===== src/rtl/pkm_pkg.sv =====
package pkm_pkg;

    // True when n is a power of two of at least 2
    function automatic bit is_pow2(input int n);
        return (n >= 2) && ((n & (n - 1)) == 0);
    endfunction

    // Number of coefficients in the unreduced product of two n-term polynomials
    function automatic int prod_width(input int n);
        return 2 * n - 1;
    endfunction

endpackage


===== src/rtl/pkm_split.sv =====
// Separates an operand into its even-indexed and odd-indexed coefficients.
module pkm_split #(
    parameter int W = 4
) (
    input  logic [W-1:0]   vec,
    output logic [W/2-1:0] even_q,
    output logic [W/2-1:0] odd_q
);
    localparam int H = W / 2;

    for (genvar i = 0; i < H; i++) begin : g_lane
        assign even_q[i] = vec[2*i];
        assign odd_q[i]  = vec[2*i+1];
    end
endmodule


===== src/rtl/pkm_merge.sv =====
// Weaves three half-size products, written in y = x^2, back into x.
// Even result bits take ee + y*oo; odd bits take mid + ee + oo.
// Every result bit sits behind one XOR level.
module pkm_merge #(
    parameter int W = 4
) (
    input  logic [W-2:0]   p_ee,
    input  logic [W-2:0]   p_oo,
    input  logic [W-2:0]   p_mid,
    output logic [2*W-2:0] p_out
);
    localparam int H = W / 2;

    for (genvar k = 0; k < W; k++) begin : g_even
        if (k == 0) begin : g_lo
            assign p_out[0] = p_ee[0];
        end else if (k == W - 1) begin : g_hi
            assign p_out[2*k] = p_oo[k-1];
        end else begin : g_mid
            assign p_out[2*k] = p_ee[k] ^ p_oo[k-1];
        end
    end

    for (genvar k = 0; k < W - 1; k++) begin : g_odd
        assign p_out[2*k+1] = p_mid[k] ^ p_ee[k] ^ p_oo[k];
    end
endmodule


===== src/rtl/pkm_core.sv =====
// Recursive even/odd split multiplier, purely combinational.
module pkm_core #(
    parameter int W = 4
) (
    input  logic [W-1:0]   a,
    input  logic [W-1:0]   b,
    output logic [2*W-2:0] p
);
    localparam int H  = W / 2;
    localparam int HP = 2 * H - 1;

    logic [H-1:0]  a_ev, a_od, b_ev, b_od, a_sum, b_sum;
    logic [HP-1:0] pr_ee, pr_oo, pr_mid;

    pkm_split #(.W(W)) u_split_a (.vec(a), .even_q(a_ev), .odd_q(a_od));
    pkm_split #(.W(W)) u_split_b (.vec(b), .even_q(b_ev), .odd_q(b_od));

    assign a_sum = a_ev ^ a_od;
    assign b_sum = b_ev ^ b_od;

    if (W == 2) begin : g_base
        assign pr_ee  = a_ev & b_ev;
        assign pr_oo  = a_od & b_od;
        assign pr_mid = a_sum & b_sum;
    end else begin : g_rec
        pkm_core #(.W(H)) u_ee  (.a(a_ev),  .b(b_ev),  .p(pr_ee));
        pkm_core #(.W(H)) u_oo  (.a(a_od),  .b(b_od),  .p(pr_oo));
        pkm_core #(.W(H)) u_mid (.a(a_sum), .b(b_sum), .p(pr_mid));
    end

    pkm_merge #(.W(W)) u_merge (
        .p_ee (pr_ee),
        .p_oo (pr_oo),
        .p_mid(pr_mid),
        .p_out(p)
    );
endmodule


===== src/rtl/parity_kara_mul.sv =====
module parity_kara_mul #(
    parameter int L = 16
) (
    input  logic                 clk,
    input  logic                 rst,
    input  logic                 in_valid,
    input  logic [L-1:0]         a_in,
    input  logic [L-1:0]         b_in,
    output logic                 out_valid,
    output logic [2*L-2:0]       prod_out
);
    localparam int PW = pkm_pkg::prod_width(L);

    if (!pkm_pkg::is_pow2(L)) begin : g_bad_len
        $error("parity_kara_mul: L must be a power of two of at least 2");
    end

    typedef struct packed {
        logic          vld;
        logic [PW-1:0] prod;
    } mul_state_t;

    mul_state_t    st_d, st_q;
    logic [PW-1:0] mul_res;

    pkm_core #(.W(L)) u_core (.a(a_in), .b(b_in), .p(mul_res));

    always_comb begin
        st_d     = st_q;
        st_d.vld = in_valid;
        if (in_valid) begin
            st_d.prod = mul_res;
        end
        if (rst) begin
            st_d = '0;
        end
    end

    always_ff @(posedge clk) begin
        st_q <= st_d;
    end

    assign out_valid = st_q.vld;
    assign prod_out  = st_q.prod;
endmodule


===== config.mk =====
export PLATFORM = sky130hd
export DESIGN_NAME = parity_kara_mul
export DESIGN_NICKNAME = d
export VERILOG_FILES = /design/src/rtl/pkm_pkg.sv /design/src/rtl/pkm_split.sv /design/src/rtl/pkm_merge.sv /design/src/rtl/pkm_core.sv /design/src/rtl/parity_kara_mul.sv
export SDC_FILE = /design/constraint.sdc
export NUM_CORES = 1
export LEC_CHECK = 0
export BUFFER_PORTS_ARGS = -buffer_cell sky130_fd_sc_hd__buf_2
export CORE_ASPECT_RATIO = 1.4
export CORE_UTILIZATION = 61
export CTS_BUF_LIST = sky130_fd_sc_hd__clkbuf_8
export DETAILED_ROUTE_END_ITERATION = 6
export PLACE_DENSITY = 0.84
export SLEW_MARGIN = 30
export SYNTH_ARGS = -nofsm -noshare
export SYNTH_HDL_FRONTEND = slang
export SYNTH_SLANG_ARGS = --single-unit

===== constraint.sdc =====
create_clock -name clk -period 3.8 [get_ports clk]
set_input_delay 0.38 -clock clk [delete_from_list [all_inputs] [get_ports clk]]
set_output_delay 0.38 -clock clk [all_outputs]
set_load 0.01 [all_outputs]

Word-level counts from Yosys, hierarchy flattened
Index checks and enable logic that the tools add are counted.
{"block": "classes", "bitwise_logic": 391}
{"operator": "bitwise XOR 1 bit", "n": 284}
{"operator": "AND 1 bit", "n": 81}
{"operator": "bitwise XOR 2 bit", "n": 18}
{"operator": "bitwise XOR 4 bit", "n": 6}
{"operator": "bitwise XOR 8 bit", "n": 2}
{"block": "word_totals", "reg_bits": 32, "in_bits": 35, "wordCells": 393}

Logic depth before layout (Yosys ltp)
{"block": "logic_depth", "word_depth": 13, "ltp_mapped": 11, "mapped_depth_nobuf": 9}

Hierarchy
A second synthesis with hierarchy kept.
{"block": "hier_totals", "hier_cells": 793, "hier_area_um2": 7898.8}
{"module": "parity_kara_mul", "cells_per_inst": 102, "area_each_um2": 1157.4, "instances": 1, "seq_area_each_um2": 640.6}
{"module": "pkm_merge at u_core.g_rec.u_ee.g_rec.u_ee.g_rec.u_ee.u_merge ...", "cells_per_inst": 3, "area_each_um2": 38.8, "instances": 27, "seq_area_each_um2": 0.0}
{"module": "pkm_core at u_core.g_rec.u_ee.g_rec.u_ee.g_rec.u_ee ...", "cells_per_inst": 5, "area_each_um2": 35.0, "instances": 27, "seq_area_each_um2": 0.0}
{"module": "pkm_merge at u_core.g_rec.u_ee.g_rec.u_ee.u_merge ...", "cells_per_inst": 7, "area_each_um2": 103.8, "instances": 9, "seq_area_each_um2": 0.0}
{"module": "pkm_split at u_core.g_rec.u_ee.g_rec.u_ee.g_rec.u_ee.u_split_a ...", "cells_per_inst": 2, "area_each_um2": 15.0, "instances": 54, "seq_area_each_um2": 0.0}
{"module": "pkm_merge at u_core.g_rec.u_ee.u_merge ...", "cells_per_inst": 15, "area_each_um2": 234.0, "instances": 3, "seq_area_each_um2": 0.0}
{"module": "pkm_split at u_core.g_rec.u_ee.g_rec.u_ee.u_split_a ...", "cells_per_inst": 4, "area_each_um2": 30.0, "instances": 18, "seq_area_each_um2": 0.0}
{"module": "pkm_merge at u_core.u_merge", "cells_per_inst": 31, "area_each_um2": 494.2, "instances": 1, "seq_area_each_um2": 0.0}
{"module": "pkm_split at u_core.g_rec.u_ee.u_split_a ...", "cells_per_inst": 8, "area_each_um2": 60.1, "instances": 6, "seq_area_each_um2": 0.0}
{"module": "pkm_core at u_core.g_rec.u_ee.g_rec.u_ee ...", "cells_per_inst": 4, "area_each_um2": 35.0, "instances": 9, "seq_area_each_um2": 0.0}
{"module": "pkm_split at u_core.u_split_a ...", "cells_per_inst": 16, "area_each_um2": 120.1, "instances": 2, "seq_area_each_um2": 0.0}
{"module": "pkm_core at u_core.g_rec.u_ee ...", "cells_per_inst": 8, "area_each_um2": 70.1, "instances": 3, "seq_area_each_um2": 0.0}
{"module": "pkm_core at u_core", "cells_per_inst": 16, "area_each_um2": 140.1, "instances": 1, "seq_area_each_um2": 0.0}

Least setup slack after synthesis
No wires, ideal clock.
{"block": "synth_timing", "path_type": "input -> register", "start": "input port a_in[3]", "end": "register st_q, in the netlist prod_out[15]", "stages": 10, "t_arrival_ps": 2655, "setup_slack_ps": 1030, "setup_time_ps": 115, "path_buffers": 1, "t_required_ps": 3685, "path_cell_list": "buf_6 or3b_1 a211oi_2 o31ai_1 o221ai_2 xnor3_1 xnor3_2 xnor3_1 xnor3_1 o21a_1"}
{"block": "synth_between", "elab_chain_cells": 13}
{"element": "start, declared", "line_no": "parity_kara_mul.sv:7", "source": "input logic [L-1:0] a_in,"}
{"element": "bitwise XOR 8 bit", "line_no": "pkm_core.sv:18", "source": "assign a_sum = a_ev ^ a_od;"}
{"element": "bitwise XOR 4 bit", "line_no": "pkm_core.sv:18"}
{"element": "bitwise XOR 2 bit", "line_no": "pkm_core.sv:18"}
{"element": "bitwise XOR 1 bit", "line_no": "pkm_core.sv:18"}
{"element": "AND 1 bit", "line_no": "pkm_core.sv:24", "source": "assign pr_mid = a_sum & b_sum;"}
{"element": "bitwise XOR 1 bit (7 in series)", "line_no": "pkm_merge.sv:25", "source": "assign p_out[2*k+1] = p_mid[k] ^ p_ee[k] ^ p_oo[k];"}
{"element": "bitwise XOR 1 bit (*)", "line_no": "pkm_merge.sv:25"}
{"element": "end signal, assigned", "line_no": "parity_kara_mul.sv:40", "source": "st_q <= st_d;"}
{"element": "end, declared", "line_no": "parity_kara_mul.sv:23", "source": "mul_state_t st_d, st_q;"}
Mark *: on every way between the ends. The rest lies on a longest branch, timed or not.
A chain may end at the register's enable or synchronous reset.

Worst setup path in the final report
{"block": "layout_timing", "start": "input port b_in[6]", "end": "register st_q, in the netlist prod_out[15]"}
{"block": "layout_between", "elab_chain_cells": 13}
{"element": "start, declared", "line_no": "parity_kara_mul.sv:8", "source": "input logic [L-1:0] b_in,"}
{"element": "bitwise XOR 8 bit", "line_no": "pkm_core.sv:19", "source": "assign b_sum = b_ev ^ b_od;"}
{"element": "bitwise XOR 4 bit", "line_no": "pkm_core.sv:19"}
{"element": "bitwise XOR 2 bit", "line_no": "pkm_core.sv:19"}
{"element": "bitwise XOR 1 bit", "line_no": "pkm_core.sv:19"}
{"element": "AND 1 bit", "line_no": "pkm_core.sv:24"}
{"element": "bitwise XOR 1 bit (6 in series)", "line_no": "pkm_merge.sv:25"}
{"element": "bitwise XOR 1 bit (*) (2 in series)", "line_no": "pkm_merge.sv:25"}
Marks and branches as above.

==> metrics.yaml <==
clock_tree:
  root_buffer: "clkbuf_8"
  cts.sinks: 32
  cts_setup_buffers: 0
  ctsResizeCount: 0
  cts_buffers: 5
  path_clk_slew_ps: 60
  clock_path_buffers: 2
  cts-htree-levels: 2
  ctsHoldBuffers: 0
  clkLatencyLatePin_ps: 280
  cts_tree: "yes"
final_layout:
  fin_nets: 718
  antenna_cells: 0
  drive_gt1_share_pct: 13.8
  fin_util_pct: 67.1
  multiInputGateArea_sq_um: 4010
  finalNonFillerCells: 783
  final_area_sq_um: 5230
  regArea_sq_um: 641
  area_delta_synth_final_pct: 6.09
  fillers: 685
critical_path:
  critPathKind: "in2reg"
  cp-start-kind: "input pin"
  max_stage_delay_ps: 750
  path_common_cell: "xnor2_1"
  cp_slowest_cell: "xnor2_1"
  crit_path_max_fanout: 12
  path_cells: "buf_2 > xnor2_1 > xnor2_1 > xor2_1 > or3_1 > a21oi_1 > a31oi_1 > xnor2_1 > xnor3_1 > o21a_1"
  cp.arrival_ps: 3070
  crit_required_ps: 3980
  crit_path_end_kind: "register"
timing:
  setup_viol: 0
  worst_slew_pin_slew_ps: 921
  drv_slew: 0
  fin_ws_ps: 911
  min_period_ps: 2890
  fmax_mhz: 346
  slew_headroom_pct: 38.6
  rsz0062_at_grt: "no"
  clock_skew_ps: 0
  fin_crit_sh_pct: 76.0
  fin_setup_tns_ps: 0
  final_hold_viol_count: 0
route:
  ant_nets: 0
  via_per_inst: 5.66
  drtPass1Iterations: 5
  drc_errors: 0
  drt-total-wl_mm: 12.2
  first_iter_violations: 273
  wl_per_cell_um: 15.5
  num_vias: 4434
synthesis:
  yosysSeqAreaShare_pct: 13.0
  synth_xor_area_share_pct: 45.3
  synth_top_area_share_pct: 28.4
  synth_top_family_by_area: "XOR/XNOR gates"
  post_synth_num_cell_types: 53
  synth-compound-area-share_pct: 10.4
  syn-cell-area_sq_um: 4930
  syn_inst: 659
  synth.most_common_cell: "xnor2_1"
  synth_area_leaders: "xnor2_1, dfxtp_1, xor2_1"
  yosys.area.top_type: "xnor2_1"
  syn-num-nets: 694
  yosys.area_share.simple_pct: 20.7
  synthAdderAreaFrac_pct: 0
  synth_edf_count: 0
  synth_top_flop_cell: "dfxtp_1"
  synth_mux_area_share_pct: 4.72
  synthArstFlopShare_pct: 0
  ys_ff_latch: 32
  yosys-top-cells-count: "xnor2_1, nor2_1, nand2_1"
  ys.warnings.count: 0
  syn_avg_cell_area_sq_um: 7.48
pwr:
  p_per_area_nw_per_um2: 493
  peakVddDrop_mv: 0.403
  leakagePower_nw: 2.13
global_routing:
  grt-ovfl-total: 0
  grt_pass1_wl_mm: 20.0
  antenna_found_initial: 0
  grt_use_total_pct: 29.8
  grt_pass1_vias: 4193
  grt_start_max_net_pins: 43
die:
  die_area_sq_um: 8450
  rows: 38
  coreArea_sq_um: 7800
  start_util_pct: 63.3
  die_h_um: 108
  die_w_um: 78.0
  ios: 67
placed_design:
  globalplace.congestion: 0.936
  place_area_sq_um: 5150
  dp_slack_ps: 563
  io_buffer_count: 66
  hpwl_mm: 9.65
  post-place-cells: 776
worst_hold_path:
  hp-class: "reg2reg"
run_status:
  outcome: "complete, no violations"
job:
  maxCapViolCount: 0
layer usage:
metal | global-route usage [%] | wire [um] | vias up
met1 | 35.6 | 4860 | 2085
li1 | - | - | 2163
met2 | 55.8 | 6300 | 161
met3 | 1.86 | 650 | 25
met4 | 10.7 | 353 | 0
met5 | 0 | 0 | -
cells by family (layout without fill, tap and decap cells):
kind of cell	count (synthesis)	in the layout
simple gates	235	235
xor+xnor	233	233
compound gates	75	75
buf+inv	61	85
flops	32	32
mux	23	23
state kept, by name, indices dropped and copies added, names as in the netlist:
register	cells
prod_out	31
out_valid	1
cell type report:
class	count	share of cell area, %
Timing Repair Buffer	68	6.60
Inverter	10	0.717
Sequential cell	32	12.2
Tap cell	100	2.39
Clock inverter	2	0.167
Multi-Input combinational cell	566	76.6
Clock buffer	5	1.32
cells in the final DEF (no fill, tap or decap), types with 5 or more instances in the layout:
cell type  count
nand2b_1       8
or3_1          6
buf_2         66
xor2_1        55
a21oi_1       19
clkbuf_8       5
mux2i_1       21
inv_1         11
dfxtp_1       32
xnor2_2       10
nor3_1         5
a211oi_1      12
nand2_1       87
nor2b_1        9
xnor2_1      159
xnor3_1        5
o21ai_1        5
o21ai_0        9
nor2_1       101
worst paths after layout:
check / cells after the start / slack (ps) / to / from
worst max register to register: 2 / 3070 / prod_out[23] / prod_out[23]
worst min-delay path: 2 / 460 / prod_out[0] / prod_out[0]
worst max-delay path: 10 / 910 / prod_out[15] / b_in[6]
worst min register to register: 2 / 460 / prod_out[0] / prod_out[0]
metrics by stage:
stage	hold slack [ps]	power [mW]
after global placement	456	2.26
after floorplan	458	1.97
after global routing	492	2.75
final	461	2.58
after CTS	462	2.58
after detailed placement	453	2.34
worst max-delay path, delay by kind of cell:
family                    cells  cell delay (ps)
AOI/OAI and AO/OA             3              380
and+or+nand+nor               1              400
xor gates and xnor gates      5             1730
buffers and inverters         1              160
report_power, final:
group          internal (mW)  total [mW]  switching (mW)
Clock                  0.122       0.242           0.120
Sequential             0.414       0.449          0.0350
Combinational          0.929        1.89           0.962
Note: power is estimated with default switching activity, not from simulation.
